### src/rtl/tdm_pkg.sv
package tdm_pkg;
  localparam int BYTE_W = 8;
  localparam int BIT_W  = 3;
  typedef logic [BYTE_W-1:0] tdm_byte_t;
  typedef logic [BIT_W-1:0]  tdm_bit_t;
  localparam tdm_bit_t MSB_POS = tdm_bit_t'(BYTE_W - 1);
  typedef enum logic {SYNC_INT = 1'b0, SYNC_EXT = 1'b1} sync_src_e;
endpackage

### src/rtl/tdm_edge_sync.sv
module tdm_edge_sync #(
  parameter int STAGES = 2
) (
  input  logic clk_i,
  input  logic rst_ni,
  input  logic bclk_i,
  input  logic sd_i,
  input  logic fs_i,
  output logic rise_o,
  output logic fall_o,
  output logic sd_o,
  output logic fs_o
);
  logic [STAGES-1:0] bclk_q, sd_q, fs_q;
  logic bclk_d;

  always_ff @(posedge clk_i or negedge rst_ni) begin
    if (!rst_ni) begin
      bclk_q <= '0;
      sd_q   <= '0;
      fs_q   <= '0;
      bclk_d <= 1'b0;
    end else begin
      bclk_q <= {bclk_q[STAGES-2:0], bclk_i};
      sd_q   <= {sd_q[STAGES-2:0], sd_i};
      fs_q   <= {fs_q[STAGES-2:0], fs_i};
      bclk_d <= bclk_q[STAGES-1];
    end
  end

  // data and sync stay aligned with the synchronized bit clock
  assign rise_o = bclk_q[STAGES-1] & ~bclk_d;
  assign fall_o = ~bclk_q[STAGES-1] & bclk_d;
  assign sd_o   = sd_q[STAGES-1];
  assign fs_o   = fs_q[STAGES-1];
endmodule

### src/rtl/tdm_frame_ctr.sv
module tdm_frame_ctr
  import tdm_pkg::*;
#(
  parameter int MAX_SLOTS = 128,
  parameter int SLOT_W    = 7
) (
  input  logic              clk_i,
  input  logic              rst_ni,
  input  logic              rise_i,
  input  logic              fall_i,
  input  logic              fs_i,
  input  logic              ext_i,
  input  logic [SLOT_W-1:0] last_i,
  output logic [SLOT_W-1:0] slot_o,
  output tdm_bit_t          bit_o,
  output logic [SLOT_W-1:0] nxt_slot_o,
  output tdm_bit_t          nxt_bit_o,
  output logic              run_o,
  output logic              step_o,
  output logic              fs_gen_o
);
  logic [SLOT_W-1:0] slot_q, nxt_slot;
  tdm_bit_t          pos_q, nxt_pos;
  logic              run_q, resync_q, fs_q, step;

  always_comb begin
    if (resync_q) begin
      nxt_slot = '0;
      nxt_pos  = MSB_POS;
    end else if (pos_q == '0) begin
      nxt_pos  = MSB_POS;
      nxt_slot = (slot_q >= last_i) ? '0 : slot_q + SLOT_W'(1);
    end else begin
      nxt_pos  = pos_q - tdm_bit_t'(1);
      nxt_slot = slot_q;
    end
  end

  // external mode holds still until the first sync is seen
  assign step = rise_i && (!ext_i || run_q || resync_q);

  always_ff @(posedge clk_i or negedge rst_ni) begin
    if (!rst_ni) begin
      slot_q   <= SLOT_W'(MAX_SLOTS - 1);
      pos_q    <= '0;
      run_q    <= 1'b0;
      resync_q <= 1'b0;
      fs_q     <= 1'b0;
    end else begin
      if (fall_i && ext_i && fs_i)
        resync_q <= 1'b1;
      else if (step)
        resync_q <= 1'b0;
      if (step) begin
        slot_q <= nxt_slot;
        pos_q  <= nxt_pos;
        run_q  <= 1'b1;
        fs_q   <= !ext_i && (nxt_pos == '0) && (nxt_slot == last_i);
      end
    end
  end

  assign slot_o     = slot_q;
  assign bit_o      = pos_q;
  assign nxt_slot_o = nxt_slot;
  assign nxt_bit_o  = nxt_pos;
  assign run_o      = run_q;
  assign step_o     = step;
  assign fs_gen_o   = fs_q;
endmodule

### src/rtl/tdm_rx_lane.sv
module tdm_rx_lane
  import tdm_pkg::*;
#(
  parameter int MAX_SLOTS = 128,
  parameter int SLOT_W    = 7
) (
  input  logic                 clk_i,
  input  logic                 rst_ni,
  input  logic                 fall_i,
  input  logic                 run_i,
  input  logic [SLOT_W-1:0]    slot_i,
  input  tdm_bit_t             bit_i,
  input  logic                 sd_i,
  input  logic [MAX_SLOTS-1:0] mask_i,
  output logic                 valid_o,
  output tdm_byte_t            data_o,
  output logic [SLOT_W-1:0]    slot_o
);
  tdm_byte_t         sh_q, data_q;
  logic [SLOT_W-1:0] slot_q;
  logic              valid_q, take;

  assign take = fall_i && run_i && mask_i[slot_i];

  always_ff @(posedge clk_i or negedge rst_ni) begin
    if (!rst_ni) begin
      sh_q    <= '0;
      data_q  <= '0;
      slot_q  <= '0;
      valid_q <= 1'b0;
    end else begin
      valid_q <= 1'b0;
      if (take) begin
        sh_q <= {sh_q[BYTE_W-2:0], sd_i};
        if (bit_i == '0) begin
          data_q  <= {sh_q[BYTE_W-2:0], sd_i};
          slot_q  <= slot_i;
          valid_q <= 1'b1;
        end
      end
    end
  end

  assign valid_o = valid_q;
  assign data_o  = data_q;
  assign slot_o  = slot_q;
endmodule

### src/rtl/tdm_tx_lane.sv
module tdm_tx_lane
  import tdm_pkg::*;
#(
  parameter int MAX_SLOTS = 128,
  parameter int SLOT_W    = 7
) (
  input  logic                 clk_i,
  input  logic                 rst_ni,
  input  logic                 step_i,
  input  logic [SLOT_W-1:0]    nxt_slot_i,
  input  tdm_bit_t             nxt_bit_i,
  input  logic [MAX_SLOTS-1:0] mask_i,
  input  logic                 valid_i,
  input  tdm_byte_t            data_i,
  output logic                 ready_o,
  output logic                 sd_o,
  output logic                 oe_o
);
  tdm_byte_t sh_q;
  logic      oe_q, load;

  assign load    = step_i && (nxt_bit_i == MSB_POS) && mask_i[nxt_slot_i];
  assign ready_o = load;

  always_ff @(posedge clk_i or negedge rst_ni) begin
    if (!rst_ni) begin
      sh_q <= '0;
      oe_q <= 1'b0;
    end else if (step_i) begin
      oe_q <= mask_i[nxt_slot_i];
      if (load)
        sh_q <= valid_i ? data_i : '0; // underrun sends zeros
      else
        sh_q <= {sh_q[BYTE_W-2:0], 1'b0};
    end
  end

  assign sd_o = oe_q & sh_q[BYTE_W-1];
  assign oe_o = oe_q;
endmodule

### src/rtl/tdm_slot_port.sv
module tdm_slot_port
  import tdm_pkg::*;
#(
  parameter int MAX_SLOTS   = 128,
  parameter int SYNC_STAGES = 2,
  localparam int SLOT_W     = (MAX_SLOTS > 1) ? $clog2(MAX_SLOTS) : 1
) (
  input  logic                 clk_i,
  input  logic                 rst_ni,
  input  logic                 cfg_ext_sync_i,
  input  logic [SLOT_W-1:0]    cfg_last_slot_i,
  input  logic [MAX_SLOTS-1:0] rx_mask_i,
  input  logic [MAX_SLOTS-1:0] tx_mask_i,
  input  logic                 bclk_i,
  input  logic                 fs_i,
  output logic                 fs_o,
  input  logic                 tdm_rx_i,
  output logic                 tdm_tx_o,
  output logic                 tdm_tx_oe_o,
  output logic                 rx_valid_o,
  output logic [BYTE_W-1:0]    rx_data_o,
  output logic [SLOT_W-1:0]    rx_slot_o,
  input  logic                 tx_valid_i,
  input  logic [BYTE_W-1:0]    tx_data_i,
  output logic                 tx_ready_o
);
  sync_src_e         src;
  logic              ext;
  logic              bclk_rise, bclk_fall, rx_sd, fs_s;
  logic [SLOT_W-1:0] cur_slot, nxt_slot;
  tdm_bit_t          cur_bit, nxt_bit;
  logic              run, step;

  assign src = sync_src_e'(cfg_ext_sync_i);
  assign ext = (src == SYNC_EXT);

  tdm_edge_sync #(.STAGES(SYNC_STAGES)) u_sync (
    .clk_i  (clk_i),
    .rst_ni (rst_ni),
    .bclk_i (bclk_i),
    .sd_i   (tdm_rx_i),
    .fs_i   (fs_i),
    .rise_o (bclk_rise),
    .fall_o (bclk_fall),
    .sd_o   (rx_sd),
    .fs_o   (fs_s)
  );

  tdm_frame_ctr #(.MAX_SLOTS(MAX_SLOTS), .SLOT_W(SLOT_W)) u_ctr (
    .clk_i      (clk_i),
    .rst_ni     (rst_ni),
    .rise_i     (bclk_rise),
    .fall_i     (bclk_fall),
    .fs_i       (fs_s),
    .ext_i      (ext),
    .last_i     (cfg_last_slot_i),
    .slot_o     (cur_slot),
    .bit_o      (cur_bit),
    .nxt_slot_o (nxt_slot),
    .nxt_bit_o  (nxt_bit),
    .run_o      (run),
    .step_o     (step),
    .fs_gen_o   (fs_o)
  );

  tdm_rx_lane #(.MAX_SLOTS(MAX_SLOTS), .SLOT_W(SLOT_W)) u_rx (
    .clk_i   (clk_i),
    .rst_ni  (rst_ni),
    .fall_i  (bclk_fall),
    .run_i   (run),
    .slot_i  (cur_slot),
    .bit_i   (cur_bit),
    .sd_i    (rx_sd),
    .mask_i  (rx_mask_i),
    .valid_o (rx_valid_o),
    .data_o  (rx_data_o),
    .slot_o  (rx_slot_o)
  );

  tdm_tx_lane #(.MAX_SLOTS(MAX_SLOTS), .SLOT_W(SLOT_W)) u_tx (
    .clk_i      (clk_i),
    .rst_ni     (rst_ni),
    .step_i     (step),
    .nxt_slot_i (nxt_slot),
    .nxt_bit_i  (nxt_bit),
    .mask_i     (tx_mask_i),
    .valid_i    (tx_valid_i),
    .data_i     (tx_data_i),
    .ready_o    (tx_ready_o),
    .sd_o       (tdm_tx_o),
    .oe_o       (tdm_tx_oe_o)
  );
endmodule

### config.mk
export PLATFORM = sky130hd
export DESIGN_NAME = tdm_slot_port
export DESIGN_NICKNAME = d
export VERILOG_FILES = /design/src/rtl/tdm_pkg.sv /design/src/rtl/tdm_edge_sync.sv /design/src/rtl/tdm_frame_ctr.sv /design/src/rtl/tdm_rx_lane.sv /design/src/rtl/tdm_tx_lane.sv /design/src/rtl/tdm_slot_port.sv
export SDC_FILE = /design/constraint.sdc
export NUM_CORES = 1
export LEC_CHECK = 0
export BUFFER_PORTS_ARGS = -buffer_cell sky130_fd_sc_hd__buf_4
export CAP_MARGIN = 20
export CORE_AREA = 2 2 115 117
export DETAILED_ROUTE_END_ITERATION = 7
export DIE_AREA = 0 0 117 119
export PLACE_DENSITY = 0.78
export SLEW_MARGIN = 20
export SYNTH_ARGS = -nofsm -noshare
export SYNTH_HDL_FRONTEND = slang
export SYNTH_SLANG_ARGS = --single-unit
### constraint.sdc
create_clock -name clk_i -period 3.3 [get_ports clk_i]
set_clock_uncertainty 0.2 [all_clocks]
set_input_delay 0.165 -clock clk_i [delete_from_list [all_inputs] [get_ports clk_i]]
set_output_delay 0.165 -clock clk_i [all_outputs]
set_load 0.02 [all_outputs]
Word-level counts from Yosys, hierarchy flattened
Index checks and enable logic that the tools add are counted.

operators by class
  multiplexer cells = 15
  div/mod/pow operators = 0
  magnitude comparators = 3
  equality and inequality tests = 2
  shifts and indexed selects = 0
  reductions and logical operators = 16
  $mul = 0
  bitwise operators = 5
  add/subtract/negate cells = 2

operator list
  kind                                                                          number
  7-bit two-way mux                                                             3
  7-bit by 8-bit less-than comparator with 1-bit output, second input constant  2
  8-bit two-way mux                                                             2
  1-bit binary-select mux with 7-bit select                                     2
  1-bit logical AND                                                             9
  7-bit by 1-bit adder with 7-bit output, second input constant                 1
  7-bit == test                                                                 1
  7-bit greater-or-equal comparator                                             1
  3-bit zero test                                                               2
  1-bit two-way mux                                                             6
  3-bit two-way mux                                                             2
  1-bit AND                                                                     3
  3-bit == test, second input constant                                          1
  3-bit by 1-bit subtractor with 3-bit output, second input constant            1
  1-bit logical OR                                                              2
  1-bit inverter                                                                2
  2-bit AND reduction                                                           1
  2-bit nonzero test                                                            1
  1-bit zero test                                                               1

storage, ports and cells
  bits in writable memories = 0
  word-level logic and storage cells = 58
  bits in latches = 0
  bits of input ports = 278
  register bits after elaboration = 52
  memories kept = 0
  output and inout bits = 20
  bits in read-only memories = 0

Longest topological paths before layout
Gate-level depths: netlist (run 1).

  depth in word-level cells = 8
  depth in mapped cells = 17
  gate-level depth less buffers = 12

By module
Synthesis (run 1) repeated with hierarchy kept, for this count alone.

unflattened totals
  cell total of the unflattened synthesis = 430
  area total of the unflattened synthesis = 4953.5 um^2

modules (own cells, without submodules)
  module         instances  area an instance (um^2)  cells an instance
  tdm_rx_lane    1          1949.4                   116
  tdm_tx_lane    1          1687.9                   168
  tdm_frame_ctr  1          1126.1                   137
  tdm_edge_sync  1          190.2                    9

Least setup slack after synthesis (run 1)
No wires, ideal clock.

  path type = reg-to-reg
  start point = reg u_ctr.slot_q[0] (netlist: u_ctr.slot_o[0])
  end point = reg u_tx.sh_q[6]
  library setup time = 87 ps
  path buffers = 5
  setup slack = -370 ps
  data arrival time = 3383 ps
  required time = 3013 ps
  cell stages (with the launch flop) = 17
  cells stage by stage = dfstp_2 > buf_4 > buf_12 > buf_6 > inv_1 > ha_1 > nand2b_1 > a31oi_1 > o21ai_1 > clkbuf_1 > a21oi_1 > o211ai_1 > nand4_1 > a211oi_2 > buf_2 > nand3_1 > o211ai_1

between the ends
  longest elaborated chain between the ends = 8

RTL lines
  element                                                                                             RTL line             text
  start: declaration                                                                                  tdm_frame_ctr.sv:22  logic [SLOT_W-1:0] slot_q, nxt_slot;
  start signal: assignment                                                                            tdm_frame_ctr.sv:44  slot_q <= SLOT_W'(MAX_SLOTS - 1);
  start signal: assignment                                                                            tdm_frame_ctr.sv:55  slot_q <= nxt_slot;
  7-bit by 1-bit adder with 7-bit output / 7-bit greater-or-equal comparator (equally long branches)  tdm_frame_ctr.sv:32  nxt_slot = (slot_q >= last_i) ? '0 : slot_q + SLOT_W'(1);
  7-bit two-way mux                                                                                   tdm_frame_ctr.sv:32
  7-bit two-way mux *                                                                                 tdm_frame_ctr.sv:30  end else if (pos_q == '0) begin
  7-bit two-way mux *                                                                                 tdm_frame_ctr.sv:27  if (resync_q) begin
  1-bit binary-select mux with 7-bit select *                                                         tdm_tx_lane.sv:22    assign load = step_i && (nxt_bit_i == MSB_POS) && mask_i[nxt_slot_i];
  1-bit two-way mux (implied by the code) *                                                           tdm_tx_lane.sv:22
  1-bit logical AND *                                                                                 tdm_tx_lane.sv:22
  net tx_ready_o                                                                                      tdm_slot_port.sv:25  output logic tx_ready_o
  8-bit two-way mux *                                                                                 tdm_tx_lane.sv:31    if (load)
  end signal: assignment                                                                              tdm_tx_lane.sv:32    sh_q <= valid_i ? data_i : '0;
  end signal: assignment                                                                              tdm_tx_lane.sv:34    sh_q <= {sh_q[BYTE_W-2:0], 1'b0};
  end: declaration                                                                                    tdm_tx_lane.sv:19    tdm_byte_t sh_q;

Mark *: on every way through the listed nets, which the timed path passes. The rest lies on a longest branch. The select of a mux whose other input is x is not followed.
A chain may end at the register's enable or synchronous reset.

Worst setup path in the final report (run 1)
  start point = reg u_ctr.slot_q[0] (netlist: u_ctr.slot_o[0])
  end point = out tx_ready_o

between the ends
  longest elaborated chain between the ends = 7

RTL lines
  element                                                                                             RTL line
  7-bit by 1-bit adder with 7-bit output / 7-bit greater-or-equal comparator (equally long branches)  tdm_frame_ctr.sv:32
  7-bit two-way mux                                                                                   tdm_frame_ctr.sv:32
  7-bit two-way mux *                                                                                 tdm_frame_ctr.sv:30
  7-bit two-way mux *                                                                                 tdm_frame_ctr.sv:27
  1-bit binary-select mux with 7-bit select *                                                         tdm_tx_lane.sv:22
  1-bit two-way mux (implied by the code) *                                                           tdm_tx_lane.sv:22
  1-bit logical AND *                                                                                 tdm_tx_lane.sv:22
  end: declaration                                                                                    tdm_slot_port.sv:25

Every way passes the cells marked *; elsewhere a longest branch is shown, timed or not. The select of a mux whose other input is x is not followed.

==> results of run 1 <==
[cell type report]
type                            instances  area [um2]  area share (%)
Multi-Input combinational cell        428        3800            42.2
Timing Repair Buffer                  419        3470            38.5
Sequential cell                        52        1310            14.6
Tap cell                              176         220            2.45
Clock buffer                            5         125            1.39
Inverter                               12        45.0           0.501
Clock inverter                          3        26.3           0.292
[cell families after synthesis]
kind of cell	share of synthesized area [%]
AOI/OAI and AO/OA	24.9
and+or+nand+nor	11.0
muxes	25.9
buffers and inverters	7.08
DFF	25.7
xor gates and xnor gates	2.95
adders and majority gates	2.46
[worst max-delay path by stage]
| stage | to | slack, ns | cells past startpoint |
|---|---|---|---|
| detailed placement | u_rx.data_o[3]$_DFFE_PN0P_ | -0.29 | 10 |
| finish | tx_ready_o | -0.28 | 13 |
| global placement | u_rx.data_o[3]$_DFFE_PN0P_ | -0.19 | 10 |
| floorplan | u_rx.data_o[5]$_DFFE_PN0P_ | -0.09 | 15 |
| CTS | tx_ready_o | -0.20 | 13 |
| global route | tx_ready_o | -0.39 | 13 |
[tightest hold or removal path, delay by kind of cell]
kind	cells	cell delay (ns)
simple gates	1	0.09
compound gates	1	0.10
buf+inv	1	0.10
xor+xnor	1	0.07
[Yosys cell counts, types with 3 or more instances]
cell type  number  share of area, %
o221ai_2        4               1.2
inv_1          11              0.81
mux2_2          8               1.8
clkbuf_1       17               1.3
ha_1           10               2.5
mux4_2         17               7.5
dfstp_2         7               3.6
a21oi_1        37               3.6
mux2i_1        64                13
a211oi_1        6              0.88
a22oi_1        13               1.9
nor2_1         17               1.3
buf_6           5               1.1
buf_4           3              0.44
a21boi_0        5              0.74
mux2_4          9               2.7
o221ai_1       15               2.6
buf_12          4               1.6
a221oi_1       11               1.9
nand3_1        12               1.2
xnor2_1        10               1.7
a21o_1          4              0.59
o21ai_0        40               3.9
and3_1          4              0.49
nand2b_1       10               1.2
buf_2          14               1.4
dfrtp_1        45                22
o31ai_1         3              0.44
nand2_1        46               3.4
o211ai_1       17               2.5
o22ai_1        10               1.2
xor2_1          4              0.69
nand4_1         3              0.37
nor4b_1         3              0.52
mux2_1          6               1.3
a31oi_1         5              0.61
[sequential cells by signal, summed over array words and instances, names as in the netlist]
name / cells
u_ctr.slot_o: 7
u_sync.fs_q: 2
u_ctr.run_o: 1
u_sync.bclk_q: 2
u_sync.bclk_d: 1
u_rx.data_o: 8
u_tx.oe_o: 1
u_ctr.resync_q: 1
u_rx.slot_o: 7
u_tx.sh_q: 8
u_sync.sd_q: 2
u_ctr.bit_o: 3
u_rx.valid_o: 1
u_rx.sh_q: 7
u_ctr.fs_gen_o: 1
[metal layers]
layer	track usage, %	routed length [um]	vias up
met3	5.85	1910	46
li1	-	-	2853
met4	8.16	511	0
met1	33.2	7450	2917
met2	50.0	10500	325
met5	0	0	-
[metrics by stage]
stage	cells	TNS (ns)	utilization (%)	setup WS [ns]
after floorplan	538	-1.27	-	-0.0864
after CTS	1093	-2.86	69.0	-0.196
after global routing	1095	-8.82	69.9	-0.390
final	1095	-4.74	69.9	-0.277
after detailed placement	1048	-6.03	62.2	-0.295
after global placement	1048	-3.73	62.2	-0.191
[report_power, final]
group / leakage, nW / switching, mW / internal (mW)
sequential: 0.652 / 0.136 / 0.807
clock: 0.0680 / 0.238 / 0.286
combinational: 3.45 / 1.44 / 1.78
total: 4.17 / 1.81 / 2.87
[repair_timing]
action,CTS,global route
endpoints found under the hold margin,57,0
setup endpoints to repair,32,31
hold buffers,14,0
buffers inserted,21,2
gates resized for setup,78,22
pin swaps,30,13
cloned,3,1
==> results.py, run 1 <==
metrics = {
    "status": {
        "status": "finished, violations left",
        "violations": "setup timing",
    },
    "worst_hold_path": {
        "worstHoldPathType": "in2reg",
        "min_to": "u_ctr.fs_gen_o$_DFFE_PN0P_",
        "worstHoldStart": "cfg_last_slot_i[6]",
        "hold_depth": 4,
    },
    "synthesis": {
        "synthArstFlopShare_pct": 100,
        "ys_warn_count": 0,
        "synthCells": 538,
        "mappedNetlistArea_mm2": 0.00509,
        "synth_cell_types": 65,
        "synth_fp_nets": 826,
        "synth_seq_cells": 52,
        "syn-mean-instance-area_um2": 9.46,
        "synth_edf_count": 0,
        "ys_seq_area_share_pct": 25.7,
        "synthFlopType": "dfrtp_1",
    },
    "sta": {
        "setup_viol_count_final": 31,
        "relSlewSlack_pct": 54.3,
        "post-route-period-util_pct": 108,
        "hold_ws_ns": 0.0785,
        "slew_viol_final": 0,
        "fin_ws_ns": -0.277,
        "finalHoldViolCount": 0,
        "rsz0062_at_grt": "true",
        "tightestPinTransition_ns": 0.681,
        "period_needed_ns": 3.58,
        "fmaxAchievable_ghz": 0.280,
    },
    "clock_tree": {
        "cts_sinks": 52,
        "clockBufferDepth": 2,
        "root_buffer": "clkbuf_16",
        "clock_latency_ns": 0.29,
        "cts_made_buffers": 5,
        "tritoncts": "built",
        "clk_pin_slew_ns": 0.07,
        "htree_num_levels": 2,
    },
    "final_layout": {
        "n_antenna_cell": 0,
        "final_common_cell": "buf_4",
        "fillers": 967,
        "area_delta_synth_final_pct": 76.8,
        "drive_above_1_share_pct": 56.4,
        "final_cell_mix": "buf_4, mux2i_1, dfrtp_1",
        "nNetsFinal": 1206,
        "finish.instance_area_mm2": 0.00900,
    },
    "global_routing": {
        "grt_pass1_vias": 6260,
        "grt_max_degree": 53,
        "groute.usage.overall_pct": 28.0,
        "antenna_found_initial": 0,
        "grt_pass1_wl_um": 31000,
        "grt-ovfl-total": 0,
    },
    "setup_path": {
        "slowest_delay_ns": 0.67,
        "reg2regPathDepth": 17,
        "rrSetupSlack_ns": -0.22,
        "cp-start-kind": "flip-flop",
        "startpoint": "u_ctr.slot_o[0]$_DFFE_PN1P_",
        "arrival_ns": 3.21,
        "cp_slowest_cell": "dfstp_4",
        "crit_family": "compound AO/OA/AOI/OAI gates",
        "crit_chain": "inv_2, ha_4, nand2b_4, a31oi_4, buf_6, o21ai_4, buf_4, a21oi_1, o221ai_1, nand4_1, a211oi_4, buf_12, buf_8",
        "r2r_end": "u_tx.sh_q[0]$_DFFE_PN0P_",
        "cp.buffers_inverters": 5,
        "critPathMaxFanout": 8,
        "critical_path_required_ns": 2.93,
        "r2r_start": "u_ctr.bit_o[0]$_DFFE_PN0P_",
        "crit_type": "reg2out",
        "endpoint_kind": "output port",
    },
    "route": {
        "routed_wl_um": 20400,
        "drtIter0Drc": 403,
        "via_per_inst": 5.61,
        "drc_errors": 0,
        "drt_pre_antenna_iters": 5,
        "drtAntennaViolNets": 0,
        "vias": 6141,
        "post_drt_wl_per_cell_um": 18.6,
    },
    "die": {
        "die_x_um": 117,
        "placement_rows": 42,
        "dieArea_mm2": 0.0139,
        "die_y_um": 119,
        "core_mm2": 0.0129,
        "start_util_pct": 39.5,
        "pin_count": 298,
    },
    "power_and_ir_drop": {
        "finalPower_mw": 4.68,
        "powerDensity_mw_per_mm2": 521,
        "p_leak_nw": 4.17,
        "ir_worst_vdd_mv": 0.328,
    },
    "place": {
        "post_dp_cell_area_mm2": 0.00801,
        "gp_congestion": 0.883,
        "dp_hpwl_um": 15300,
        "portBuffers": 297,
    },
    "run": {
        "drv_cap": 0,
    },
}
(Power assumes the default switching activity.)
==> run 2: changes to the inputs <==
--- a/config.mk
+++ b/config.mk
@@ -11,6 +11,7 @@
 export DETAILED_ROUTE_END_ITERATION = 7
 export DIE_AREA = 0 0 117 119
 export PLACE_DENSITY = 0.78
+export RECOVER_POWER = 100
 export SLEW_MARGIN = 20
 export SYNTH_ARGS = -nofsm -noshare
 export SYNTH_HDL_FRONTEND = slang
==> run 2 against run 1 <==
The run still ends with setup timing left; worst setup slack got worse by 0.016 ns; wire length rose by 0.25%; sequential power about the same; clock power about the same; combinational power is 1% lower; maximum frequency decreased by 0.44%; via count about the same; largest power group unchanged; highest routed layer unchanged.
==> results.py, run 2 (synthesized netlist as in run 1, its figures left out) <==
metrics = {
    "setup_path": {
        "reg2regPathDepth": 16,
        "crit_type": "reg2out",
        "critPathMaxFanout": 8,
        "critical_path_required_ns": 2.93,
        "cp.buffers_inverters": 5,
        "rrSetupSlack_ns": -0.23,
        "crit_chain": "inv_2, ha_4, nand2b_4, a31oi_4, buf_6, o21ai_4, buf_4, a21oi_1, o221ai_1, nand4_1, a211oi_4, buf_12, buf_8",
        "cp-start-kind": "flip-flop",
        "slowest_delay_ns": 0.67,
        "r2r_start": "u_ctr.slot_o[0]$_DFFE_PN1P_",
        "arrival_ns": 3.23,
        "r2r_end": "u_tx.sh_q[4]$_DFFE_PN0P_",
        "cp_slowest_cell": "dfstp_4",
        "endpoint_kind": "output port",
        "crit_family": "compound AO/OA/AOI/OAI gates",
        "startpoint": "u_ctr.slot_o[0]$_DFFE_PN1P_",
    },
    "power_and_ir_drop": {
        "switching_share_pct": 39.0,
        "intPower_mw": 2.83,
        "ir_worst_vdd_mv": 0.328,
        "finalPower_mw": 4.64,
        "powerDensity_mw_per_mm2": 521,
        "p_leak_nw": 4.08,
        "pwr-share-seq_pct": 20.3,
        "clkPwrFrac_pct": 11.3,
        "combPwrFrac_pct": 68.4,
        "netSwitchingPower_mw": 1.81,
    },
    "final_layout": {
        "final_cell_mix": "buf_4, mux2i_1, dfrtp_1",
        "finish.instance_area_mm2": 0.00892,
        "fillers": 994,
        "nNetsFinal": 1206,
        "area_delta_synth_final_pct": 75.2,
        "drive_above_1_share_pct": 54.1,
        "final_common_cell": "buf_4",
        "n_antenna_cell": 0,
        "instances_no_fill": 1095,
    },
    "die": {
        "pin_count": 298,
        "dieArea_mm2": 0.0139,
        "die_x_um": 117,
        "core_mm2": 0.0129,
        "start_util_pct": 39.5,
        "die_y_um": 119,
        "placement_rows": 42,
    },
    "global_routing": {
        "groute.usage.overall_pct": 28.0,
        "grt-ovfl-total": 0,
        "grt_pass1_wl_um": 31000,
        "use_met3_pct": 5.85,
        "globalRouteMet1Util_pct": 33.2,
        "antenna_found_initial": 0,
        "globalRoute.busiestLayer": "met2",
        "globalRouteMet2Util_pct": 50.0,
        "grt_pass1_vias": 6260,
        "grt_max_degree": 53,
    },
    "sta": {
        "relSlewSlack_pct": 14.9,
        "post-route-period-util_pct": 109,
        "fin_ws_ns": -0.293,
        "setup_viol_count_final": 31,
        "finalHoldViolCount": 0,
        "period_needed_ns": 3.59,
        "rsz0062_at_grt": "true",
        "fmaxAchievable_ghz": 0.278,
        "tightestPinTransition_ns": 1.28,
        "slew_viol_final": 0,
    },
    "clock_tree": {
        "clk_pin_slew_ns": 0.07,
        "tritoncts": "built",
        "cts_made_buffers": 5,
        "clock_latency_ns": 0.29,
        "cts_sinks": 52,
        "htree_num_levels": 2,
        "root_buffer": "clkbuf_16",
        "clockBufferDepth": 2,
    },
    "place": {
        "dp_cells": 1048,
        "dp_hpwl_um": 15300,
        "dp_slack_ns": -0.295,
        "post_dp_cell_area_mm2": 0.00801,
        "gp_congestion": 0.883,
        "portBuffers": 297,
    },
    "route": {
        "drc_errors": 0,
        "drtIter0Drc": 456,
        "post_drt_wl_per_cell_um": 18.6,
        "vias": 6145,
        "drtAntennaViolNets": 0,
        "via_per_inst": 5.61,
        "drt_pre_antenna_iters": 5,
        "routed_wl_um": 20400,
    },
    "worst_hold_path": {
        "worstHoldStart": "cfg_last_slot_i[6]",
        "min_to": "u_ctr.fs_gen_o$_DFFE_PN0P_",
        "hold_depth": 4,
        "worstHoldPathType": "in2reg",
    },
    "run": {
        "drv_cap": 0,
    },
    "status": {
        "status": "finished, violations left",
        "violations": "setup timing",
    },
}
==> run 2: repair_timing <==
item / in CTS / in global routing
gates resized for setup: 78 / 22
endpoints found under the setup margin: 32 / 31
pin swaps: 30 / 13
hold buffers: 14 / 0
cloned: 3 / 1
hold endpoints to repair: 57 / 0
buffers inserted: 21 / 2
==> run 2: cell type report <==
class	count	area, um2	share of cell area [%]
inverters	12	45.0	0.505
clock inverters	3	26.3	0.295
clock buffers	5	125	1.40
repair buffers	419	3390	38.0
multi-input cells	428	3800	42.6
flip-flops and latches	52	1310	14.7
well taps	176	220	2.47
==> run 2: worst register-to-register path: stages (launching register included) <==
cell and delay, ns:
dfstp_4 0.67, inv_2 0.07, ha_4 0.26, nand2b_4 0.12, a31oi_4 0.10, buf_6 0.13
o21ai_4 0.33, buf_4 0.19, a21oi_1 0.04, o221ai_1 0.21, nand4_1 0.24, a211oi_4 0.35
buf_12 0.15, buf_4 0.11, buf_8 0.11, nand3_1 0.09, o211ai_1 0.10
==> run 2: worst max path at each step <==
stage / to / depth (start not counted)
after CTS: tx_ready_o / 13
after global routing: tx_ready_o / 13
after global placement: u_rx.data_o[3]$_DFFE_PN0P_ / 10
after floorplan: u_rx.data_o[5]$_DFFE_PN0P_ / 15
after detailed placement: u_rx.data_o[3]$_DFFE_PN0P_ / 10
final: tx_ready_o / 13
==> run 2: routing by layer <==
metal / routed length (um) / vias to the layer above / share of wire, %
li1: - / 2850 / -
met1: 7620 / 2934 / 37
met2: 10500 / 313 / 51
met3: 1770 / 48 / 8.7
met4: 533 / 0 / 2.6
met5: 0 / - / 0
==> run 2: power groups by stage <==
stage	clock, mW	combinational (mW)	sequential [mW]
finish	0.525	3.18	0.942
global route	0.566	3.39	0.962
CTS	0.536	3.16	0.937
detailed placement	0	2.64	0.943
global placement	0	2.61	0.940
floorplan	0	1.58	0.944
==> run 2: through the flow <==
step	hold WS (ns)	setup TNS (ns)	utilization, %
floorplan	-0.331	-1.27	-
global placement	0.0357	-3.73	62.2
detailed placement	0.0362	-6.03	62.2
CTS	0.0660	-2.86	69.0
global route	0.0851	-8.82	69.3
finish	0.0827	-4.87	69.3
